[config.mk]
export PLATFORM = sky130hd
export DESIGN_NAME = cswin_decoder
export DESIGN_NICKNAME = d
export VERILOG_FILES = /design/src/rtl/cswin_pkg.sv /design/src/rtl/cswin_segregs.sv /design/src/rtl/cswin_match.sv /design/src/rtl/cswin_pick.sv /design/src/rtl/cswin_decoder.sv
export SDC_FILE = /design/constraint.sdc
export NUM_CORES = 1
export LEC_CHECK = 0
export BUFFER_PORTS_ARGS = -buffer_cell sky130_fd_sc_hd__buf_2
export CAP_MARGIN = 10
export CORE_MARGIN = 2
export CORE_UTILIZATION = 55
export DETAILED_ROUTE_END_ITERATION = 10
export PLACE_DENSITY = 0.9
export SETUP_SLACK_MARGIN = 0.05
export SKIP_LAST_GASP = 1
export SLEW_MARGIN = 20
export SYNTH_ARGS = -nofsm -noshare
export SYNTH_HDL_FRONTEND = slang
export SYNTH_SLANG_ARGS = --single-unit
[constraint.sdc]
create_clock -name clk -period 6 [get_ports clk]
set_input_delay 0 -clock clk [delete_from_list [all_inputs] [get_ports clk]]
set_output_delay 0 -clock clk [all_outputs]
set_load 0.01 [all_outputs]
[src/rtl/cswin_pkg.sv]
package cswin_pkg;

    localparam int SEG_W     = 32;
    localparam int FIELD_W   = 8;
    localparam int FIRST_LSB = 4;
    localparam int LAST_LSB  = 20;

    localparam logic [SEG_W-1:0] SEG_KEEP_MASK =
        (SEG_W'((1 << FIELD_W) - 1) << FIRST_LSB) |
        (SEG_W'((1 << FIELD_W) - 1) << LAST_LSB);

    typedef logic [FIELD_W-1:0] unit_t;
    typedef logic [SEG_W-1:0]   seg_word_t;

    typedef struct packed {
        unit_t last;
        unit_t first;
    } window_t;

    function automatic window_t seg_unpack(input seg_word_t word);
        window_t w;
        w.first = word[FIRST_LSB +: FIELD_W];
        w.last  = word[LAST_LSB  +: FIELD_W];
        return w;
    endfunction

    function automatic logic window_open(input window_t w);
        return w.first != w.last;
    endfunction

    function automatic logic unit_inside(input window_t w, input unit_t u);
        return window_open(w) && (u >= w.first) && (u <= w.last);
    endfunction

endpackage

[src/rtl/cswin_segregs.sv]
module cswin_segregs
    import cswin_pkg::*;
#(
    parameter int NUM_CS = 5,
    parameter int SEL_W  = 3
) (
    input  logic                    clk,
    input  logic                    rst,
    input  logic                    wr_en,
    input  logic [SEL_W-1:0]        wr_sel,
    input  seg_word_t               wr_data,
    input  logic [SEL_W-1:0]        rd_sel,
    output seg_word_t               rd_data,
    output window_t [NUM_CS-1:0]    windows_o
);

    seg_word_t seg_q [NUM_CS];

    for (genvar g = 0; g < NUM_CS; g++) begin : g_seg
        always_ff @(posedge clk) begin
            if (rst) begin
                seg_q[g] <= '0;
            end else if (wr_en && (wr_sel == SEL_W'(g))) begin
                seg_q[g] <= wr_data & SEG_KEEP_MASK;
            end
        end

        assign windows_o[g] = seg_unpack(seg_q[g]);


        wr_store_chk: assert property (@(posedge clk) disable iff (rst)
            (wr_en && wr_sel == SEL_W'(g)) |=>
                (seg_q[g] == ($past(wr_data) & SEG_KEEP_MASK)));


        wr_other_stable_chk: assert property (@(posedge clk) disable iff (rst)
            !(wr_en && wr_sel == SEL_W'(g)) |=> $stable(seg_q[g]));
    end

    always_comb begin
        rd_data = '0;
        for (int i = 0; i < NUM_CS; i++) begin
            if (rd_sel == SEL_W'(i)) begin
                rd_data = seg_q[i];
            end
        end
    end

endmodule

[src/rtl/cswin_match.sv]
module cswin_match
    import cswin_pkg::*;
#(
    parameter int NUM_CS = 5
) (
    input  window_t [NUM_CS-1:0] windows_i,
    input  unit_t                unit_i,
    output logic [NUM_CS-1:0]    match_o
);

    for (genvar g = 0; g < NUM_CS; g++) begin : g_cmp
        assign match_o[g] = unit_inside(windows_i[g], unit_i);
    end

endmodule

[src/rtl/cswin_pick.sv]
module cswin_pick
    import cswin_pkg::*;
#(
    parameter int NUM_CS     = 5,
    parameter int UNIT_SHIFT = 20,
    parameter int ADDR_W     = UNIT_SHIFT + FIELD_W
) (
    input  logic [NUM_CS-1:0]              match_i,
    input  logic [NUM_CS-1:0][FIELD_W-1:0] first_i,
    input  logic [ADDR_W-1:0]              addr_i,
    output logic [NUM_CS-1:0]              grant_o,
    output logic                           any_o,
    output logic [ADDR_W-1:0]              offset_o
);

    unit_t sel_first;
    unit_t addr_unit;

    assign addr_unit = addr_i[ADDR_W-1 -: FIELD_W];

    always_comb begin
        grant_o   = '0;
        any_o     = 1'b0;
        sel_first = '0;
        for (int i = 0; i < NUM_CS; i++) begin
            if (match_i[i] && !any_o) begin
                grant_o[i] = 1'b1;
                any_o      = 1'b1;
                sel_first  = first_i[i];
            end
        end
    end

    always_comb begin
        offset_o = '0;
        if (any_o) begin
            offset_o = {unit_t'(addr_unit - sel_first), addr_i[UNIT_SHIFT-1:0]};
        end
    end

endmodule

[src/rtl/cswin_decoder.sv]
module cswin_decoder
    import cswin_pkg::*;
#(
    parameter int NUM_CS     = 5,
    parameter int UNIT_SHIFT = 20,
    localparam int ADDR_W    = UNIT_SHIFT + FIELD_W,
    localparam int SEL_W     = (NUM_CS > 1) ? $clog2(NUM_CS) : 1
) (
    input  logic              clk,
    input  logic              rst,
    input  logic              req_valid,
    input  logic [ADDR_W-1:0] req_addr,
    input  logic              seg_wr_en,
    input  logic [SEL_W-1:0]  seg_wr_sel,
    input  logic [SEG_W-1:0]  seg_wr_data,
    input  logic [SEL_W-1:0]  seg_rd_sel,
    output logic [SEG_W-1:0]  seg_rd_data,
    output logic              out_valid,
    output logic [NUM_CS-1:0] hit_cs,
    output logic [ADDR_W-1:0] hit_offset,
    output logic              miss
);

    window_t [NUM_CS-1:0]              windows_w;
    logic    [NUM_CS-1:0][FIELD_W-1:0] first_w;
    logic    [NUM_CS-1:0]              match_w;
    logic    [NUM_CS-1:0]              grant_w;
    logic                              any_w;
    logic    [ADDR_W-1:0]              offset_w;

    cswin_segregs #(
        .NUM_CS (NUM_CS),
        .SEL_W  (SEL_W)
    ) u_regs (
        .clk       (clk),
        .rst       (rst),
        .wr_en     (seg_wr_en),
        .wr_sel    (seg_wr_sel),
        .wr_data   (seg_wr_data),
        .rd_sel    (seg_rd_sel),
        .rd_data   (seg_rd_data),
        .windows_o (windows_w)
    );

    for (genvar g = 0; g < NUM_CS; g++) begin : g_first
        assign first_w[g] = windows_w[g].first;
    end

    cswin_match #(
        .NUM_CS (NUM_CS)
    ) u_match (
        .windows_i (windows_w),
        .unit_i    (req_addr[ADDR_W-1 -: FIELD_W]),
        .match_o   (match_w)
    );

    cswin_pick #(
        .NUM_CS     (NUM_CS),
        .UNIT_SHIFT (UNIT_SHIFT),
        .ADDR_W     (ADDR_W)
    ) u_pick (
        .match_i  (match_w),
        .first_i  (first_w),
        .addr_i   (req_addr),
        .grant_o  (grant_w),
        .any_o    (any_w),
        .offset_o (offset_w)
    );

    always_ff @(posedge clk) begin
        if (rst) begin
            out_valid  <= 1'b0;
            hit_cs     <= '0;
            hit_offset <= '0;
            miss       <= 1'b0;
        end else begin
            out_valid  <= req_valid;
            hit_cs     <= req_valid ? grant_w : '0;
            hit_offset <= (req_valid && any_w) ? offset_w : '0;
            miss       <= req_valid && !any_w;
        end
    end


    hit_onehot_chk: assert property (@(posedge clk) disable iff (rst)
        $onehot0(hit_cs));


    miss_excl_chk: assert property (@(posedge clk) disable iff (rst)
        miss |-> (out_valid && hit_cs == '0 && hit_offset == '0));


    valid_follow_chk: assert property (@(posedge clk) disable iff (rst)
        req_valid |=> out_valid);


    idle_quiet_chk: assert property (@(posedge clk) disable iff (rst)
        !req_valid |=> (!out_valid && hit_cs == '0 && !miss));

    for (genvar g = 0; g < NUM_CS; g++) begin : g_chk
        localparam logic [NUM_CS-1:0] LOWER = NUM_CS'((1 << g) - 1);


        lowest_wins_chk: assert property (@(posedge clk) disable iff (rst)
            (req_valid && match_w[g] && ((match_w & LOWER) == '0)) |=> hit_cs[g]);


        closed_never_hits_chk: assert property (@(posedge clk) disable iff (rst)
            (req_valid && windows_w[g].first == windows_w[g].last) |=> !hit_cs[g]);
    end

endmodule

==> summary.txt, run 1 <==
Fillers - 968
CORE AREA - 13770 um2
VDD IR max - 0.2112 mV
Register area share after synthesis - 40.46%
Power density over cell area - 268.6 nW/um2
Hold crit path type - in2reg
Worst setup SP type - register
CTS Root Cell - clkbuf_16
Fin. max-slew vios - 0
Post-synth EDFFs - 80
Post_cts resized - 0
Grt ovf - 0
P_leak - 4.263 nW
Detail Route Antenna Nets - 0
Worst slew margin - 36.57%
Hold Crit Depth - 3
Ant diodes - 0
Post-route clock period utilization - 79.80%
RSZ-0062 raised after global routing - no
Clk sinks - 115
Top-Level Pins - 137
Avg WL per Cell - 20.52 um
Number of cell rows - 43
Avg Inst Size Synth - 10.22 um2
Clk_skew - 0.01428 ns
FMAX - 208.9 MHz
Synth area leader - edfxtp_1
Vias in the first global route - 6313
Async SR Flop Fraction - 0%
Die ar. - 14900 um2
Crit end category - register
Synth cell count leaders - and2_1, ha_1, edfxtp_1, inv_1, xor2_1
Share of cells above drive strength 1 - 18.14%
#FFs+latches synth - 115
Synth top area cells - edfxtp_1, ha_1, dfxtp_1, and2_1, xor2_1
DP Wirelength - 15300 um
Reg2reg start - u_regs.seg_q[0][9]$_SDFFCE_PN0P_
Place WS - 1.228 ns
FF-to-FF setup slack - 1.21 ns
Worst Hold Path EP - hit_cs[2]$_SDFF_PP0_
Initial Util - 55.68%
Cell with the most instances after synthesis - and2_1
Final wirelength - 22250 um
Worst Tran Pin Value - 0.9479 ns
Via-per-instance ratio - 5.924
CP arrival - 5.13 ns
Total track usage - 30.31%
Final Hold Vio Count - 0
Clock tree buffer depth - 2
Critical-path maximum fanout - 20
Yosys warns - 0
Critical path type - reg2reg
Gp weighted congestion - 0.9499
Port bufs - 104
Max cap viols - 0
Initial drt markers - 743
Cells after DPL - 1016
Layout area overhead - 20.22%
Number of hold buffers added after CTS - 36
Initial antenna violation count - 0
Die span in y - 122.1 um
First-pass GRT wire length - 33150 um
TritonCTS clock tree - yes
Main synth FF type - edfxtp_1
Final std cells w/o fill - 1084
Largest net degree at the start of global routing - 33
DR DRC count - 0
Skew-Pair Late Insertion Delay - 0.42 ns
Final WS setup - 1.212 ns
Synth top area share - 31.33%
Fin crit period - 4.788 ns
Nets - 1049
Post-synth cell types - 54
Gate count after technology mapping - 750
Worst R2R End - hit_offset[27]$_SDFF_PP0_
Reg2Reg Depth - 20
Via count - 6422
Synth Cell Area - 7669 um2
Status - completed
CP Data Required Time - 6.34 ns
Origin of the worst min-delay path - req_valid
Die W - 122.1 um
# H-tree levels - 4
DRT Pass-1 Iters - 6
Cts bufs inserted - 17
Final setup vio count - 0
Clock slew at reported path FFs - 0.06 ns
Setup TNS - 0 ns
Buffer count from post-CTS setup fixing - 0
logic make-up (layout without fill, tap and decap cells):
kind of cell / after synthesis / after routing / share of synthesized area, %
xor+xnor: 46 / 46 / 5.254
flops: 115 / 115 / 40.46
mux: 19 / 19 / 3.149
compound gates: 148 / 148 / 13.43
buf+inv: 118 / 257 / 6.787
fa+ha+maj: 88 / 88 / 14.46
other cells: 1 / 16 / 0.04890
simple gates: 215 / 215 / 16.41
worst max-delay path, stage by stage, from the launching register on:
cell and delay [ns]:
edfxtp_1 0.45, inv_1 0.09, ha_1 0.23, nor2b_1 0.13, o211ai_1 0.15, a21oi_1 0.09
o22ai_1 0.16, and3_1 0.70, and4bb_4 0.32, nor2b_4 0.16, a22o_1 0.30, a211oi_2 0.23
ha_1 0.28, a21o_1 0.17, a21o_1 0.20, a21o_1 0.18, a21o_1 0.20, a31oi_1 0.19
xor2_1 0.10, a211o_1 0.23, mux2i_1 0.11
final cells by class:
class                      instances  area [um2]  area share [%]
tap                              180       225.2           2.443
inverter                          80       300.3           3.257
clock inverter                    15       145.1           1.574
clock buffer                      17       425.4           4.615
timing repair buffer             145       918.4           9.962
multi-input combinational        532        4101           44.49
sequential                       115        3103           33.66
power by group:
part           switching [mW]  internal (mW)  leakage (nW)
logic                   0.283          0.232          2.92
registers              0.0748          0.908          1.06
clock network           0.398          0.581         0.283
total                   0.756           1.72          4.26
worst max path at each step:
stage	slack, ns	start	to
floorplan	1.95	u_regs.seg_q[3][9]$_SDFFCE_PN0P_	hit_offset[27]$_SDFF_PP0_
global placement	1.30	u_regs.seg_q[0][9]$_SDFFCE_PN0P_	hit_offset[27]$_SDFF_PP0_
detailed placement	1.23	u_regs.seg_q[0][9]$_SDFFCE_PN0P_	hit_offset[27]$_SDFF_PP0_
CTS	1.23	u_regs.seg_q[0][9]$_SDFFCE_PN0P_	hit_offset[27]$_SDFF_PP0_
global route	0.86	u_regs.seg_q[0][13]$_SDFFCE_PN0P_	hit_offset[27]$_SDFF_PP0_
finish	1.21	u_regs.seg_q[0][9]$_SDFFCE_PN0P_	hit_offset[27]$_SDFF_PP0_
per-stage QoR:
step | hold WS, ns | power [mW] | utilization (%) | area, um2
global route | 0.1335 | 2.575 | 66.93 | 9219
floorplan | 0.1217 | 1.315 | - | 7725
global placement | 0.2047 | 1.451 | 60.17 | 8288
detailed placement | 0.2036 | 1.474 | 60.17 | 8288
CTS | 0.09927 | 2.462 | 66.93 | 9219
finish | 0.1384 | 2.476 | 66.93 | 9219
flip-flops by register name, summed over array words and instances (netlist names):
register,flops
out_valid,1
hit_cs,5
u_regs.seg_q,80
miss,1
hit_offset,28
cells in the final DEF, fill, tap and decap left out, types with 8 or more instances in the layout:
master	count
a21oi_1	44
o22ai_1	14
ha_1	87
nand2_1	15
a22oi_1	19
nor2b_1	10
dlygate4sd3_1	36
o21ai_0	19
inv_1	80
nand4_1	13
mux2i_1	14
and2_1	111
nand3_1	8
conb_1	16
a21o_1	15
edfxtp_1	80
clkbuf_16	17
nor2_1	28
nor4_1	10
buf_2	104
dfxtp_1	35
xor2_1	45
routing by layer:
layer	up-vias	global-route usage (%)	wire [um]
li1	2905	-	-
met1	2941	36.78	7897
met2	458	48.50	9912
met3	118	8.380	3029
met4	0	17.39	1405
met5	-	0	0
Note: power is estimated with default switching activity, not from simulation.
==> inputs of run 2 (changes only) <==
- CORE_UTILIZATION: 55 -> 52
- PLACE_DENSITY: 0.9 -> 0.89
- clock period: 6 -> 4 ns (I/O delays scaled with it)
==> run 2 against run 1 <==
The flow now finishes with violations (setup timing). Non-clock buffer count rose by 63. Via count increased by 7.6%. Largest cell class unchanged. Clock power up 54%. Sequential share of layout area shrank 1.9 points. Clock skew rose by 0.0022 ns. Largest power group is now clock.
==> summary.txt, run 2 (synthesis results as in run 1) <==
Fin crit period - 4.115 ns (-0.6727 ns)
Die ar. - 15740 um2 (+5.6%)
CORE AREA - 14480 um2 (+5.1%)
CTS Root Cell - clkbuf_16
Via-per-instance ratio - 5.994 (+1.2%)
Cells after DPL - 1074 (+5.7%)
Nets - 1112 (+6.0%)
First-pass GRT wire length - 37660 um (+14%)
Initial antenna violation count - 0 (unchanged)
Clock tree buffer depth - 2 (unchanged)
Clk_skew - 0.01649 ns (+0.002214 ns)
RSZ-0062 raised after global routing - yes
Fillers - 1032 (+6.6%)
VDD IR max - 0.3146 mV (+49%)
Crit end category - register
Power density over cell area - 400.7 nW/um2 (+49%)
Share of cells above drive strength 1 - 24.92% (+6.8 points)
Final setup vio count - 2 (+2)
DR DRC count - 0 (unchanged)
Reg2reg start - u_regs.seg_q[3][9]$_SDFFCE_PN0P_
P_leak - 4.580 nW (+7.4%)
Initial Util - 52.96% (-2.7 points)
Hold crit path type - in2reg
Worst setup SP type - register
Total track usage - 31.64% (+1.3 points)
Initial drt markers - 731 (-1.6%)
Cts bufs inserted - 17 (unchanged)
Worst slew margin - 28.15% (-8.4 points)
FF-to-FF setup slack - -0.12 ns (-1.33 ns)
Port bufs - 104 (unchanged)
CP endpoint - hit_offset[27]$_SDFF_PP0_
Commonest cells after routing, fill and taps aside - and2_1, buf_2, ha_1
CP arrival - 4.46 ns (-0.67 ns)
TritonCTS clock tree - yes
Final WS setup - -0.1150 ns (-1.327 ns)
Die W - 125.4 um (+2.8%)
Layout area overhead - 27.43%
Detail Route Antenna Nets - 0 (unchanged)
Worst R2R End - hit_offset[27]$_SDFF_PP0_
Registers with the most flip-flops - u_regs.seg_q x80, hit_offset x28, hit_cs x5
Worst Tran Pin Value - 1.072 ns (+0.1240 ns)
Die span in y - 125.4 um (+2.8%)
Post-route clock period utilization - 102.9% (+23 points)
DRT Pass-1 Iters - 5 (-1)
Failing checks - setup timing
Critical path type - reg2reg
Place WS - -0.1064 ns (-1.334 ns)
Via count - 6911 (+7.6%)
Critical-path maximum fanout - 3 (-85%)
DP Wirelength - 17280 um (+13%)
Avg WL per Cell - 21.85 um (+6.5%)
Biggest register - u_regs.seg_q
Fin. max-slew vios - 0 (unchanged)
FMAX - 243.0 MHz (+16%)
Final std cells w/o fill - 1153 (+6.4%)
# H-tree levels - 4 (unchanged)
Reg2Reg Depth - 20 (unchanged)
Top-Level Pins - 137 (unchanged)
Max reg flops - 80 (unchanged)
Skew-Pair Late Insertion Delay - 0.43 ns (about the same)
Status - finished, violations left
Grt ovf - 0 (unchanged)
Largest net degree at the start of global routing - 33 (unchanged)
CP startpoint - u_regs.seg_q[3][9]$_SDFFCE_PN0P_
Number of cell rows - 44 (+2.3%)
Vias in the first global route - 6867 (+8.8%)
Clk sinks - 115 (unchanged)
Clock slew at reported path FFs - 0.07 ns (about the same)
Final Hold Vio Count - 0 (unchanged)
Max cap viols - 0 (unchanged)
Final wirelength - 25190 um (+13%)
Gp weighted congestion - 1.058 (+11%)
CP Data Required Time - 4.35 ns (-1.99 ns)
Commonest non-fill, non-tap cell in the layout - and2_1
run 2: cell count changes in the layout (fill, tap and decap cells not counted), moves of 2 or more:
| cell | previous run | this run |
|---|---|---|
| buf_4 | 5 | 70 |
| clkinv_2 | 3 | 0 |
| inv_6 | 6 | 9 |
| a21oi_1 | 44 | 42 |
| a21oi_2 | 0 | 2 |
| diode_2 | 0 | 2 |
| dlygate4sd3_1 | 36 | 34 |
| nor3_1 | 5 | 3 |
| nor3_2 | 0 | 2 |
| o21ai_0 | 19 | 17 |
| o21ai_1 | 1 | 3 |
run 2: per-stage QoR:
step	power (mW)	TNS, ns	utilization [%]	hold slack (ns)	area [um2]
final	3.915	-0.1956	67.49	0.04250	9772
after global routing	4.052	-0.7913	67.46	0.02460	9767
after CTS	3.849	-0.07772	67.12	0.009408	9718
after detailed placement	2.297	-0.1064	60.15	0.2023	8708
after global placement	2.265	0	60.15	0.2039	8708
after floorplan	1.973	0	-	0.1217	7725
run 2: worst min path at each step:
| stage | start | to | slack, ns | cells past startpoint |
|---|---|---|---|---|
| floorplan | req_addr[0] | hit_offset[0]$_SDFF_PP0_ | 0.12 | 1 |
| global placement | req_addr[7] | hit_offset[7]$_SDFF_PP0_ | 0.20 | 2 |
| detailed placement | req_addr[7] | hit_offset[7]$_SDFF_PP0_ | 0.20 | 2 |
| CTS | seg_wr_data[5] | u_regs.seg_q[0][1]$_SDFFCE_PN0P_ | 0.009 | 2 |
| global route | seg_wr_data[5] | u_regs.seg_q[4][1]$_SDFFCE_PN0P_ | 0.02 | 2 |
| finish | seg_wr_data[5] | u_regs.seg_q[4][1]$_SDFFCE_PN0P_ | 0.04 | 2 |
run 2: final cells by class:
| cell class | count | area, um2 | share of cell area (%) |
|---|---|---|---|
| Clock buffer | 17 | 425.4 | 4.353 |
| Clock inverter | 15 | 156.4 | 1.601 |
| Timing Repair Buffer | 208 | 1386 | 14.19 |
| Multi-Input combinational cell | 532 | 4165 | 42.62 |
| Sequential cell | 115 | 3103 | 31.75 |
| Tap cell | 184 | 230.2 | 2.356 |
| Inverter | 80 | 300.3 | 3.073 |
| Antenna cell | 2 | 5.005 | 0.05122 |
run 2: power by group:
part	internal [mW]	switching [mW]
clock	0.881	0.632
sequential	1.36	0.0791
combinational	0.437	0.525
run 2: critical path: stages (launching register included):
cell	delay, ns
edfxtp_1	0.35
inv_1	0.05
ha_1	0.29
buf_4	0.10
nand4_1	0.15
o31a_1	0.31
a21oi_2	0.18
nand3_1	0.13
and4bb_4	0.25
nor2b_4	0.13
a22o_1	0.24
a211oi_2	0.26
ha_1	0.27
a21o_1	0.16
a21o_1	0.17
a21o_1	0.16
a21o_1	0.19
a31oi_2	0.16
xor2_1	0.11
a211o_1	0.23
mux2i_1	0.13
run 2: what timing repair did:
action	in CTS	in global routing
gates cloned	0	0
endpoints found under the hold margin	85	0
setup buffers	8	3
endpoints found under the setup margin	2	4
hold buffers	34	0
gates resized for setup	7	5
pin swaps	13	12
run 2: per-layer routing:
| layer | wire length (um) | vias up | GRT usage (%) |
|---|---|---|---|
| met1 | 9039 | 3206 | 39.74 |
| met4 | 1592 | 0 | 16.34 |
| met2 | 11340 | 539 | 50.21 |
| met5 | 0 | - | 3.406 |
| li1 | - | 3035 | - |
| met3 | 3221 | 131 | 8.002 |
==> inputs of run 3 (changes only) <==
==> constraint.sdc (replaced) <==
create_clock -name clk -period 4 [get_ports clk]
set_input_delay 1.2 -clock clk [delete_from_list [all_inputs] [get_ports clk]]
set_output_delay 1.2 -clock clk [all_outputs]
set_load 0.1 [all_outputs]
==> run 3 against run 2 <==
Design area up 4.7%. Sequential share of layout area fell by 1.4 points. Clock-buffer cell count increased by 3. Total power up 12%. First-iteration DRC count decreased by 24%. Critical endpoint unchanged. Die area unchanged. Clock power barely moved. The flow still finishes with violations (setup timing). Hold slack improved by 0.82 ns. Worst setup slack worse by 0.46 ns.
==> summary.txt, run 3 (synthesis results as in run 1) <==
Status - finished, violations left
Failing checks - setup timing
Clock slew at reported path FFs - 0.05 ns (-0.02 ns)
Share of cells above drive strength 1 - 31.83% (+6.9 points)
Skew-Pair Late Insertion Delay - 0.42 ns (about the same)
Commonest cells after routing, fill and taps aside - buf_4, and2_1, buf_2
CORE AREA - 14480 um2 (unchanged)
Clock tree buffer depth - 2 (unchanged)
Final Hold Vio Count - 0 (unchanged)
GR met2 Demand/Resource - 48.84% (-1.4 points)
Grt ovf - 0 (unchanged)
Layout area overhead - 33.43%
Fin. max-slew vios - 0 (unchanged)
Final Instance Area - 10230 um2 (+4.7%)
Total track usage - 29.49% (-2.2 points)
Number of hold buffers added after CTS - 0 (-100%)
# H-tree levels - 4 (unchanged)
Number of cell rows - 44 (unchanged)
Power density over cell area - 429.2 nW/um2 (+7.1%)
Cts bufs inserted - 17 (unchanged)
M3 GR Usage - 7.103% (-0.90 points)
FMAX - 218.6 MHz (-10%)
Final WS setup - -0.5742 ns (-0.4592 ns)
Top-Level Pins - 137 (unchanged)
DP Wirelength - 16960 um (-1.9%)
Initial antenna violation count - 0 (unchanged)
Max cap viols - 0 (unchanged)
Via count - 6671 (-3.5%)
Die ar. - 15740 um2 (unchanged)
CP most frequent cell - a21o_1
Crit end category - register
First-pass GRT wire length - 35700 um (-5.2%)
P_leak - 4.733 nW (+3.3%)
Die W - 125.4 um (unchanged)
Area post-placement - 9358 um2 (+7.5%)
Final std cells w/o fill - 1161 (+0.69%)
Worst setup SP type - input port
Top delay family on crit path - compound AO/OA/AOI/OAI gates
Worst hold margin - 0.8599 ns (+0.8174 ns)
GR peak layer - met2
DRT Pass-1 Iters - 8 (+3)
Detail Route Antenna Nets - 0 (unchanged)
Avg WL per Cell - 19.86 um (-9.1%)
VDD IR max - 0.3503 mV (+11%)
Via-per-instance ratio - 5.746 (-4.1%)
Initial drt markers - 553 (-24%)
Ant diodes - 0 (-2)
Worst path max stage delay - 0.31 ns (-0.04 ns)
CTS Root Cell - clkbuf_16
DR DRC count - 0 (unchanged)
Post-route clock period utilization - 114.4% (+11 points)
Cells after DPL - 1114 (+3.7%)
RSZ-0062 raised after global routing - yes
Setup TNS - -2.125 ns (-1.929 ns)
CP arrival - 4.92 ns (+0.46 ns)
Worst Tran Pin Value - 1.046 ns (-0.02627 ns)
Clk_skew - 0.005833 ns (-0.01066 ns)
Fin crit period - 4.574 ns (+0.4592 ns)
Critical-path maximum fanout - 8 (+5)
Biggest register - u_regs.seg_q
Critical-path top delay cell - ha_1
CP Data Required Time - 4.35 ns (about the same)
Die span in y - 125.4 um (unchanged)
Commonest non-fill, non-tap cell in the layout - buf_4
TritonCTS clock tree - yes
Vias in the first global route - 6850 (-0.25%)
Registers with the most flip-flops - u_regs.seg_q x80, hit_offset x28, hit_cs x5
Final setup vio count - 6 (+4)
Crit path cell chain - buf_2 > buf_4 > ha_1 > a21oi_1 > o21ai_0 > o31a_1 > a21oi_2 > nand3_2 > and4bb_4 > nor2b_4 > a22o_1 > a211oi_2 > ha_1 > a21o_1 > a21o_1 > a21o_1 > a21o_1 > a31oi_1 > xor2_1 > a211o_1 > mux2i_1
Nets - 1122 (+0.90%)
Hold crit path type - reg2reg
Fillers - 977 (-5.3%)
Worst slew margin - 30.29% (+2.1 points)
Final wirelength - 23060 um (-8.5%)
Final Power - 4.391 mW (+12%)
Critical path type - in2reg
Largest net degree at the start of global routing - 29 (-12%)
Gp weighted congestion - 0.9914 (-6.3%)
Port bufs - 104 (unchanged)
Max reg flops - 80 (unchanged)
Clk sinks - 115 (unchanged)
Initial Util - 52.96% (unchanged)
WP buf/inv - 2 (unchanged)
GR met1 Demand/Resource - 36.22% (-3.5 points)
[run 3: final cells by class]
| type | count | area, um2 | share of cell area, % |
|---|---|---|---|
| multi-input cells | 532 | 4429 | 43.29 |
| flip-flops and latches | 115 | 3103 | 30.33 |
| repair buffers | 218 | 1590 | 15.54 |
| clock buffers | 20 | 436.7 | 4.268 |
| inverters | 80 | 304.0 | 2.971 |
| well taps | 184 | 230.2 | 2.250 |
| clock inverters | 12 | 138.9 | 1.357 |
[run 3: what timing repair did]
action,in CTS,in global routing
hold endpoints to repair,0,0
buffers inserted,13,4
pin swaps,11,3
endpoints found under the setup margin,8,7
resized for setup,26,11
[run 3: tightest hold or removal path: stages (launching register included)]
cell,delay [ns]
edfxtp_1,0.52
mux2i_1,0.16
mux2i_1,0.12
[run 3: routing by layer]
metal	part of all wire, %	wire [um]
met5	0	0
met4	4.0	920
met3	9.6	2215
met2	47	10920
met1	39	8999
[run 3: final timing paths]
kind                                          from                         to  slack [ns]  cells after the start
setup / recovery                      req_addr[25]  hit_offset[27]$_SDFF_PP0_       -0.57                     21
hold / removal    u_regs.seg_q[4][7]$_SDFFCE_PN0P_  hit_offset[27]$_SDFF_PP0_        0.86                      2
setup reg to reg  u_regs.seg_q[1][9]$_SDFFCE_PN0P_  hit_offset[27]$_SDFF_PP0_       -0.08                     20
hold reg to reg   u_regs.seg_q[4][7]$_SDFFCE_PN0P_  hit_offset[27]$_SDFF_PP0_        0.86                      2
[run 3: per-stage QoR]
stage          setup slack [ns]  utilization [%]
2_1_floorplan           -0.8604                -
3_3_place_gp             -1.066            64.63
3_5_place_dp             -1.151            64.63
4_1_cts                 -0.4973            70.13
5_1_grt                 -0.7424            70.67
6_report                -0.5742            70.67
[run 3: where the power goes]
part / switching (mW) / internal, mW
combinational: 0.915 / 0.547
sequential: 0.0761 / 1.36
clock: 0.524 / 0.967
total: 1.52 / 2.88
